===== src/rtl/ecc_pkg.sv =====
// Shared types for the page ECC engine.
// Assumes: nothing beyond IEEE 1800-2017.
package ecc_pkg;

    // Pass phase of the engine.
    typedef enum logic [1:0] {
        PH_IDLE = 2'd0,   // waiting for the first page_start
        PH_DATA = 2'd1,   // absorbing page data words
        PH_CODE = 2'd2,   // absorbing stored code beats (read pass)
        PH_HOLD = 2'd3    // pass complete, outputs frozen
    } phase_t;

    // Verdict of a read check.
    typedef struct packed {
        logic err;        // any mismatch
        logic mult;       // not correctable
        logic code_err;   // single error inside the stored code
    } verdict_t;

endpackage


===== src/rtl/ecc_word_fold.sv =====
// Folds one data word into a position XOR and a bit parity.
// Every '1' bit b of the word at address A contributes {A, b}.
// Assumes DATA_W == 2**BIT_W; the narrow mode uses the low byte only.
module ecc_word_fold #(
    parameter int DATA_W = 16,
    parameter int ADDR_W = 12,
    parameter int BIT_W  = 4
) (
    input  logic [ADDR_W-1:0]       word_addr,
    input  logic [DATA_W-1:0]       din,
    input  logic                    wide,
    output logic [ADDR_W+BIT_W-1:0] pos_xor,
    output logic                    bit_par
);
    localparam int POS_W    = ADDR_W + BIT_W;
    localparam int NARROW_W = 8;

    logic [DATA_W-1:0] live;
    logic [POS_W-1:0]  term [DATA_W];

    // Mask the upper lanes when the bus is 8 bits wide.
    always_comb begin
        live = din;
        if (!wide) begin
            live[DATA_W-1:NARROW_W] = '0;
        end
    end

    // One position term per bit lane.
    for (genvar b = 0; b < DATA_W; b++) begin : g_lane
        assign term[b] = live[b] ? {word_addr, BIT_W'(b)} : '0;
    end

    // XOR-reduce the lane terms.
    always_comb begin
        pos_xor = '0;
        for (int i = 0; i < DATA_W; i++) begin
            pos_xor = pos_xor ^ term[i];
        end
    end

    assign bit_par = ^live;

    // Guard the lane/offset relation at elaboration.
    initial begin
        assert (DATA_W == (1 << BIT_W))
            else $error("DATA_W must equal 2**BIT_W");
    end

endmodule


===== src/rtl/ecc_seq_ctrl.sv =====
// Sequencer: tracks the phase, word address and code beat of a pass.
// Captures the configuration at page_start, which always wins over din_valid.
// Raises done for one cycle after the final beat is absorbed.
// Assumes configuration inputs are meaningful only while page_start is high.
module ecc_seq_ctrl import ecc_pkg::*; #(
    parameter int ADDR_W     = 12,
    parameter int SEL_W      = 2,
    parameter int BASE_BYTES = 512,
    parameter int CODE_BYTES = 4,
    parameter int WIDE_BEATS = 2
) (
    input  logic                 clk,
    input  logic                 rst_n,
    input  logic                 page_start,
    input  logic [SEL_W-1:0]     size_sel,
    input  logic                 wide_bus,
    input  logic                 read_check,
    input  logic                 din_valid,
    output phase_t               phase,
    output logic [ADDR_W-1:0]    word_addr,
    output logic [$clog2(CODE_BYTES)-1:0] beat,
    output logic                 cfg_wide,
    output logic                 take_data,
    output logic                 take_code,
    output logic                 final_code,
    output logic                 done
);
    localparam int BEAT_W = $clog2(CODE_BYTES);

    logic [SEL_W-1:0]  cfg_sel;
    logic              cfg_read;
    logic [31:0]       words;
    logic [ADDR_W-1:0] last_word;
    logic [BEAT_W-1:0] last_beat;

    // Derive the last word address and the last code beat from the configuration.
    always_comb begin
        words     = (cfg_wide ? 32'(BASE_BYTES / 2) : 32'(BASE_BYTES)) << cfg_sel;
        last_word = ADDR_W'(words - 32'd1);
        last_beat = cfg_wide ? BEAT_W'(WIDE_BEATS - 1) : BEAT_W'(CODE_BYTES - 1);
    end

    // Qualify the beats this phase accepts.
    always_comb begin
        take_data  = din_valid && !page_start && (phase == PH_DATA);
        take_code  = din_valid && !page_start && (phase == PH_CODE);
        final_code = take_code && (beat == last_beat);
    end

    // Advance the phase and counters; page_start restarts the pass.
    always_ff @(posedge clk) begin
        if (!rst_n) begin
            phase     <= PH_IDLE;
            word_addr <= '0;
            beat      <= '0;
            cfg_sel   <= '0;
            cfg_wide  <= 1'b0;
            cfg_read  <= 1'b0;
            done      <= 1'b0;
        end else begin
            done <= 1'b0;
            if (page_start) begin
                phase     <= PH_DATA;
                word_addr <= '0;
                beat      <= '0;
                cfg_sel   <= size_sel;
                cfg_wide  <= wide_bus;
                cfg_read  <= read_check;
            end else if (take_data) begin
                if (word_addr == last_word) begin
                    word_addr <= '0;
                    if (cfg_read) begin
                        phase <= PH_CODE;
                    end else begin
                        phase <= PH_HOLD;
                        done  <= 1'b1;
                    end
                end else begin
                    word_addr <= word_addr + 1'b1;
                end
            end else if (take_code) begin
                if (final_code) begin
                    phase <= PH_HOLD;
                    done  <= 1'b1;
                end else begin
                    beat <= beat + 1'b1;
                end
            end
        end
    end

    AST_DONE_PULSE: assert property (@(posedge clk) disable iff (!rst_n)
        done |=> !done);
    AST_ADDR_IN_PAGE: assert property (@(posedge clk) disable iff (!rst_n)
        (phase == PH_DATA) |-> (word_addr <= last_word));
    AST_START_ARMS: assert property (@(posedge clk) disable iff (!rst_n)
        page_start |=> (phase == PH_DATA) && !done);
    AST_HOLD_STICKY: assert property (@(posedge clk) disable iff (!rst_n)
        (phase == PH_HOLD) && !page_start |=> (phase == PH_HOLD) && !done);

endmodule


===== src/rtl/ecc_syndrome_class.sv =====
// Compares the recomputed code with the stored code and classifies the result.
// Clean, single data bit (syndromes complementary), single code bit
// (syndromes differ in one bit) or multiple errors (anything else).
// Assumes the complemented code is parity XOR the replicated bit parity.
module ecc_syndrome_class import ecc_pkg::*; #(
    parameter int POS_W = 16
) (
    input  logic [POS_W-1:0] calc_p,
    input  logic             calc_par,
    input  logic [POS_W-1:0] stored_p,
    input  logic [POS_W-1:0] stored_np,
    output logic [POS_W-1:0] syn_p,
    output logic [POS_W-1:0] syn_np,
    output verdict_t         verdict
);
    logic [POS_W-1:0] calc_np;
    logic [POS_W-1:0] diff;
    logic             clean;
    logic             data_single;
    logic             code_single;

    // Form both syndromes.
    always_comb begin
        calc_np = calc_p ^ {POS_W{calc_par}};
        syn_p   = calc_p ^ stored_p;
        syn_np  = calc_np ^ stored_np;
        diff    = syn_p ^ syn_np;
    end

    // Classify from the syndrome relation.
    always_comb begin
        clean       = (syn_p == '0) && (syn_np == '0);
        data_single = &diff;
        code_single = (diff != '0) && ((diff & (diff - 1'b1)) == '0);
        verdict.err      = !clean;
        verdict.code_err = code_single;
        verdict.mult     = !clean && !data_single && !code_single;
    end

endmodule


===== src/rtl/page_ecc_engine.sv =====
// Page-wide Hamming ECC engine.
// Accumulates one position-XOR code over a whole page of 8- or 16-bit words.
// A write pass leaves the code on the parity outputs. A read pass takes the
// stored code straight after the data and latches a verdict and a syndrome.
// Assumes the stored code beats follow the last data word with no other beat between.
module page_ecc_engine import ecc_pkg::*; #(
    parameter int DATA_W     = 16,
    parameter int ADDR_W     = 12,
    parameter int BIT_W      = 4,
    parameter int SEL_W      = 2,
    parameter int BASE_BYTES = 512
) (
    input  logic                    clk,
    input  logic                    rst_n,
    input  logic                    page_start,
    input  logic [SEL_W-1:0]        size_sel,
    input  logic                    wide_bus,
    input  logic                    read_check,
    input  logic                    din_valid,
    input  logic [DATA_W-1:0]       din,
    output logic [ADDR_W+BIT_W-1:0] parity_word,
    output logic [ADDR_W+BIT_W-1:0] nparity_word,
    output logic                    err_flag,
    output logic                    mult_flag,
    output logic                    code_flag,
    output logic                    done
);
    localparam int POS_W      = ADDR_W + BIT_W;
    localparam int CODE_W     = 2 * POS_W;
    localparam int BYTE_W     = 8;
    localparam int CODE_BYTES = CODE_W / BYTE_W;
    localparam int WIDE_BEATS = CODE_W / DATA_W;
    localparam int BEAT_W     = $clog2(CODE_BYTES);

    phase_t            phase;
    logic [ADDR_W-1:0] word_addr;
    logic [BEAT_W-1:0] beat;
    logic              cfg_wide;
    logic              take_data;
    logic              take_code;
    logic              final_code;

    logic [POS_W-1:0]  fold_p;
    logic              fold_par;
    logic [POS_W-1:0]  acc_p;
    logic              acc_par;
    logic [CODE_W-1:0] code_r;
    logic [CODE_W-1:0] code_next;

    logic [POS_W-1:0]  syn_p;
    logic [POS_W-1:0]  syn_np;
    verdict_t          verdict;
    logic [POS_W-1:0]  syn_p_r;
    logic [POS_W-1:0]  syn_np_r;
    verdict_t          verdict_r;
    logic              syn_valid;

    ecc_seq_ctrl #(
        .ADDR_W     (ADDR_W),
        .SEL_W      (SEL_W),
        .BASE_BYTES (BASE_BYTES),
        .CODE_BYTES (CODE_BYTES),
        .WIDE_BEATS (WIDE_BEATS)
    ) u_ctrl (
        .clk        (clk),
        .rst_n      (rst_n),
        .page_start (page_start),
        .size_sel   (size_sel),
        .wide_bus   (wide_bus),
        .read_check (read_check),
        .din_valid  (din_valid),
        .phase      (phase),
        .word_addr  (word_addr),
        .beat       (beat),
        .cfg_wide   (cfg_wide),
        .take_data  (take_data),
        .take_code  (take_code),
        .final_code (final_code),
        .done       (done)
    );

    ecc_word_fold #(
        .DATA_W (DATA_W),
        .ADDR_W (ADDR_W),
        .BIT_W  (BIT_W)
    ) u_fold (
        .word_addr (word_addr),
        .din       (din),
        .wide      (cfg_wide),
        .pos_xor   (fold_p),
        .bit_par   (fold_par)
    );

    // Merge the current beat into the stored-code image: byte lanes or word lanes.
    always_comb begin
        code_next = code_r;
        if (cfg_wide) begin
            if (int'(beat) < WIDE_BEATS) begin
                code_next[int'(beat) * DATA_W +: DATA_W] = din;
            end
        end else begin
            code_next[int'(beat) * BYTE_W +: BYTE_W] = din[BYTE_W-1:0];
        end
    end

    ecc_syndrome_class #(
        .POS_W (POS_W)
    ) u_class (
        .calc_p    (acc_p),
        .calc_par  (acc_par),
        .stored_p  (code_next[POS_W-1:0]),
        .stored_np (code_next[CODE_W-1:POS_W]),
        .syn_p     (syn_p),
        .syn_np    (syn_np),
        .verdict   (verdict)
    );

    // Accumulate data positions and parity; clear on reset or page start.
    always_ff @(posedge clk) begin
        if (!rst_n || page_start) begin
            acc_p   <= '0;
            acc_par <= 1'b0;
        end else if (take_data) begin
            acc_p   <= acc_p ^ fold_p;
            acc_par <= acc_par ^ fold_par;
        end
    end

    // Collect stored code beats and latch the verdict on the final beat.
    always_ff @(posedge clk) begin
        if (!rst_n || page_start) begin
            code_r    <= '0;
            syn_p_r   <= '0;
            syn_np_r  <= '0;
            verdict_r <= '0;
            syn_valid <= 1'b0;
        end else if (take_code) begin
            code_r <= code_next;
            if (final_code) begin
                syn_p_r   <= syn_p;
                syn_np_r  <= syn_np;
                verdict_r <= verdict;
                syn_valid <= 1'b1;
            end
        end
    end

    // Present the syndrome after a read check, else the running code.
    always_comb begin
        if (syn_valid) begin
            parity_word  = syn_p_r;
            nparity_word = syn_np_r;
        end else begin
            parity_word  = acc_p;
            nparity_word = acc_p ^ {POS_W{acc_par}};
        end
        err_flag  = verdict_r.err;
        mult_flag = verdict_r.mult;
        code_flag = verdict_r.code_err;
    end

    AST_START_CLEARS: assert property (@(posedge clk) disable iff (!rst_n)
        page_start |=> (parity_word == '0) && (nparity_word == '0) && !err_flag);
    AST_MULT_NEEDS_ERR: assert property (@(posedge clk) disable iff (!rst_n)
        mult_flag |-> err_flag);
    AST_CODE_NOT_MULT: assert property (@(posedge clk) disable iff (!rst_n)
        code_flag |-> err_flag && !mult_flag);
    AST_HOLD_FROZEN: assert property (@(posedge clk) disable iff (!rst_n)
        (phase == PH_HOLD) && !page_start |=> $stable(parity_word) && $stable(err_flag));
    AST_IDLE_IGNORES: assert property (@(posedge clk) disable iff (!rst_n)
        (phase == PH_IDLE) && !page_start |=> $stable(parity_word) && !done);
    AST_SINGLE_COMPLEMENT: assert property (@(posedge clk) disable iff (!rst_n)
        done && err_flag && !mult_flag && !code_flag |-> (nparity_word == ~parity_word));

endmodule


===== config.mk =====
export PLATFORM = sky130hd
export DESIGN_NAME = page_ecc_engine
export DESIGN_NICKNAME = d
export VERILOG_FILES = /design/src/rtl/ecc_pkg.sv /design/src/rtl/ecc_word_fold.sv /design/src/rtl/ecc_seq_ctrl.sv /design/src/rtl/ecc_syndrome_class.sv /design/src/rtl/page_ecc_engine.sv
export SDC_FILE = /design/constraint.sdc
export NUM_CORES = 1
export LEC_CHECK = 0
export BUFFER_PORTS_ARGS = -buffer_cell sky130_fd_sc_hd__buf_2
export CELL_PAD_IN_SITES_DETAIL_PLACEMENT = 1
export CELL_PAD_IN_SITES_GLOBAL_PLACEMENT = 1
export CORE_MARGIN = 2
export CORE_UTILIZATION = 45
export CTS_BUF_LIST = sky130_fd_sc_hd__clkbuf_8 sky130_fd_sc_hd__clkbuf_16
export DETAILED_ROUTE_END_ITERATION = 6
export GPL_TIMING_DRIVEN = 0
export PLACE_DENSITY = 0.87
export SLEW_MARGIN = 20
export SYNTH_ARGS = -nofsm -noshare
export SYNTH_HDL_FRONTEND = slang
export SYNTH_HIERARCHICAL = 1
export SYNTH_SLANG_ARGS = --single-unit

===== constraint.sdc =====
create_clock -name clk -period 5.5 [get_ports clk]
set_input_delay 1.65 -clock clk [delete_from_list [all_inputs] [get_ports clk]]
set_output_delay 1.65 -clock clk [all_outputs]
set_load 0.03 [all_outputs]

==> reports/results.txt <==
Final WS setup = 0.829 ns
largest net degree at the start of global routing = 18
Die Y-Extent = 130 um
Post-Synthesis Cells = 874
number of global-route vias before repair = 6,809
max_slew headroom = 50.9%
Die Wd = 130 um
CTS Sinks = 106
register area share after synthesis = 29.5%
EDFF count, synth = 0
core area = 0.0158 mm2
proportion of layout cells with a drive suffix above 1 = 15.5%
gr usage total = 27.5%
fill count = 1,989
Syn Nets = 906
#FFs+latches synth = 106
CTS H-tree depth = 3
maximum vdd drop = 0.150 mV
clock-pin slew on the worst setup and hold paths = 0.07 ns
reg2reg setup slack = 0.83 ns
vias = 6,817
Critical Path RT = 5.78 ns
Port Buf Inserts = 59
postcts setup bufs = 0
initial antenna violation count = 0
status = finished, final reports clean
reg2reg start = u_ctrl/beat[0]
Fin. Hold Viols = 0
pre-CTS setup slack = 0.956 ns
Overflow after GRT = 0
clock buffer depth = 2
Routed WL = 22,900 um
Post-CTS Resized = 0
CP max stage delay = 0.59 ns
Routability Congestion = 0.914
Worst Path Arrival = 4.95 ns
n_diodes = 0
endpoints failing setup = 0
R2R depth = 16
CP Depth = 16
Rows = 46
First-pass DRT Iterations = 5
CP max-delay cell = or4_4
initial core utilization = 45.6%
PD cells = 206 mW/mm2
Layout Nets = 976
Critical Path, Cell by Cell = buf_2, inv_1, ha_1, nor4b_1, a21oi_1, nor2b_1, a22o_1, xor2_1, nand2_1, or4_4, a2111oi_4, xnor2_1, nor4b_4, buf_4, nand2_1, a21oi_1
Cell variety after synth = 86
Antenna Nets Post-Route = 0
WP buf/inv = 3
via/cell ratio = 5.86
Slew Limit Fails = 0
Max Freq = 0.214 GHz
min-delay worst type = reg2reg
starting DRC count in detailed routing = 607
Critical path origin = u_ctrl/beat[0]
Post-DP HPWL = 17,500 um
first-pass GRT wire length = 36,100 um
Final min period = 4.67 ns
clk_skew = 0.00927 ns
synthesis-to-layout area growth = 11.6%
syn avg cell area = 8.22 um2
R2R Path End = code_flag
most common cell after layout, fill and taps aside = nand2_1
WL/cell = 19.7 um
TritonCTS Buffers = 9
WS Path Type = reg2reg
Pleak = 0.00306 uW
Root Buffer = clkbuf_16
Post-CTS Hold Fix Bufs = 0
Syn. warnings = 6
Final Cycle Share = 84.9%
worst-path fanout max = 9
Worst Setup EP = code_flag
# IOs = 60
RSZ-0062 raised after global routing = false
die area = 0.0170 mm2
clk_lat worst skew = 0.36 ns
Mapped Area = 0.00719 mm2
max-cap viol count = 0
most frequent cells in the layout = nand2_1 (148), dfxtp_1 (106), buf_2 (69), xnor2_1 (69), xor2_1 (67)
Slew @ Worst Pin = 0.736 ns
number of remaining DRC errors = 0
Primary FF master, synth = dfxtp_1
Critical Path Source Type = flop
CTS tree = yes
asr flop ratio synth = 0%
CP Capture Type = flop
setup_tns = 0 ns
Top delay family on crit path = simple AND/OR/NAND/NOR gates
-- sequential cells by signal (all words and copies together), names as in the netlist --
| signal | count |
|---|---|
| syn_valid | 1 |
| u_ctrl/cfg_read | 1 |
| u_ctrl/done | 1 |
| code_r | 32 |
| u_ctrl/beat | 2 |
| acc_p | 16 |
| u_ctrl/cfg_sel | 2 |
| u_ctrl/word_addr | 12 |
| syn_p_r | 16 |
| mult_flag | 1 |
| u_ctrl/cfg_wide | 1 |
| err_flag | 1 |
| syn_np_r | 16 |
| code_flag | 1 |
| u_ctrl/phase | 2 |
| acc_par | 1 |
-- synth_stat cells, types with 12 or more instances --
master,instances,share of area (%)
dfxtp_1,106,30
a21oi_1,45,3.1
nor3_1,12,0.84
xor2_1,67,8.2
o2111ai_1,12,1.5
clkbuf_1,30,1.6
nand3_1,27,1.9
a31oi_1,16,1.4
a32o_1,25,3.5
xnor2_1,69,8.4
nand2_1,148,7.7
mux2_2,17,2.7
a21o_1,13,1.4
o21ai_0,45,3.1
a22o_1,16,1.9
nor2_1,55,2.9
-- through the flow --
stage          cells  hold WS [ns]  area, um2  total power, uW  util (%)
5_1_grt         1164         0.468       8020             1710      50.9
3_3_place_gp    1149         0.441       7750             1030      49.2
6_report        1164         0.452       8020             1650      50.9
4_1_cts         1164         0.454       8020             1660      50.9
3_5_place_dp    1149         0.445       7750             1040      49.2
2_1_floorplan    874         0.433       7190              970         -
-- layer usage --
| metal | GRT usage, % | wire, um | vias up |
|---|---|---|---|
| met5 | 0 | 0 | - |
| met3 | 2.69 | 1040 | 52 |
| met2 | 48.8 | 11400 | 202 |
| li1 | - | - | 3219 |
| met4 | 10.9 | 747 | 0 |
| met1 | 34.3 | 9740 | 3344 |
-- cell type report --
class / instances / area, um2 / area share, %
Buffer: 53 / 267 / 3.32
Clock inverter: 6 / 43.8 / 0.546
Timing Repair Buffer: 59 / 295 / 3.68
Sequential cell: 106 / 2120 / 26.5
Clock buffer: 9 / 225 / 2.81
Inverter: 10 / 37.5 / 0.468
Tap cell: 216 / 270 / 3.37
Multi-Input combinational cell: 705 / 4760 / 59.4
-- power by group --
part	internal, uW	switching (uW)	total, uW
Sequential	770	4.39	774
Clock	308	318	626
Combinational	91.3	163	255
Total	1170	486	1650
-- worst register-to-register path, delay by kind of cell (launching register included) --
family                     cells  cell delay, ns
DFF                            1            0.42
AOI/OAI and AO/OA              4            0.99
buffers and inverters          3            0.51
adders and majority gates      1            0.32
xor gates and xnor gates       2            0.44
and+or+nand+nor                6            1.92
-- kinds of logic (layout without fill, tap and decap cells) --
group	Yosys count	after routing	share of synthesized area, %
and+or+nand+nor	313	313	20.9
xor gates and xnor gates	142	142	18.3
AOI/OAI and AO/OA	218	218	22.0
muxes	21	21	3.22
buffers and inverters	63	137	4.23
DFF	106	106	29.5
adders and majority gates	11	11	1.81
-- how the worst min path moves through the flow --
stage	startpoint	endpoint	depth (start not counted)
6_report	code_flag	code_flag	2
5_1_grt	code_flag	code_flag	2
4_1_cts	code_flag	code_flag	2
3_5_place_dp	code_flag	code_flag	2
3_3_place_gp	mult_flag	mult_flag	2
2_1_floorplan	syn_p_r[0]	syn_p_r[0]	2
Note: power is estimated with default switching activity, not from simulation.
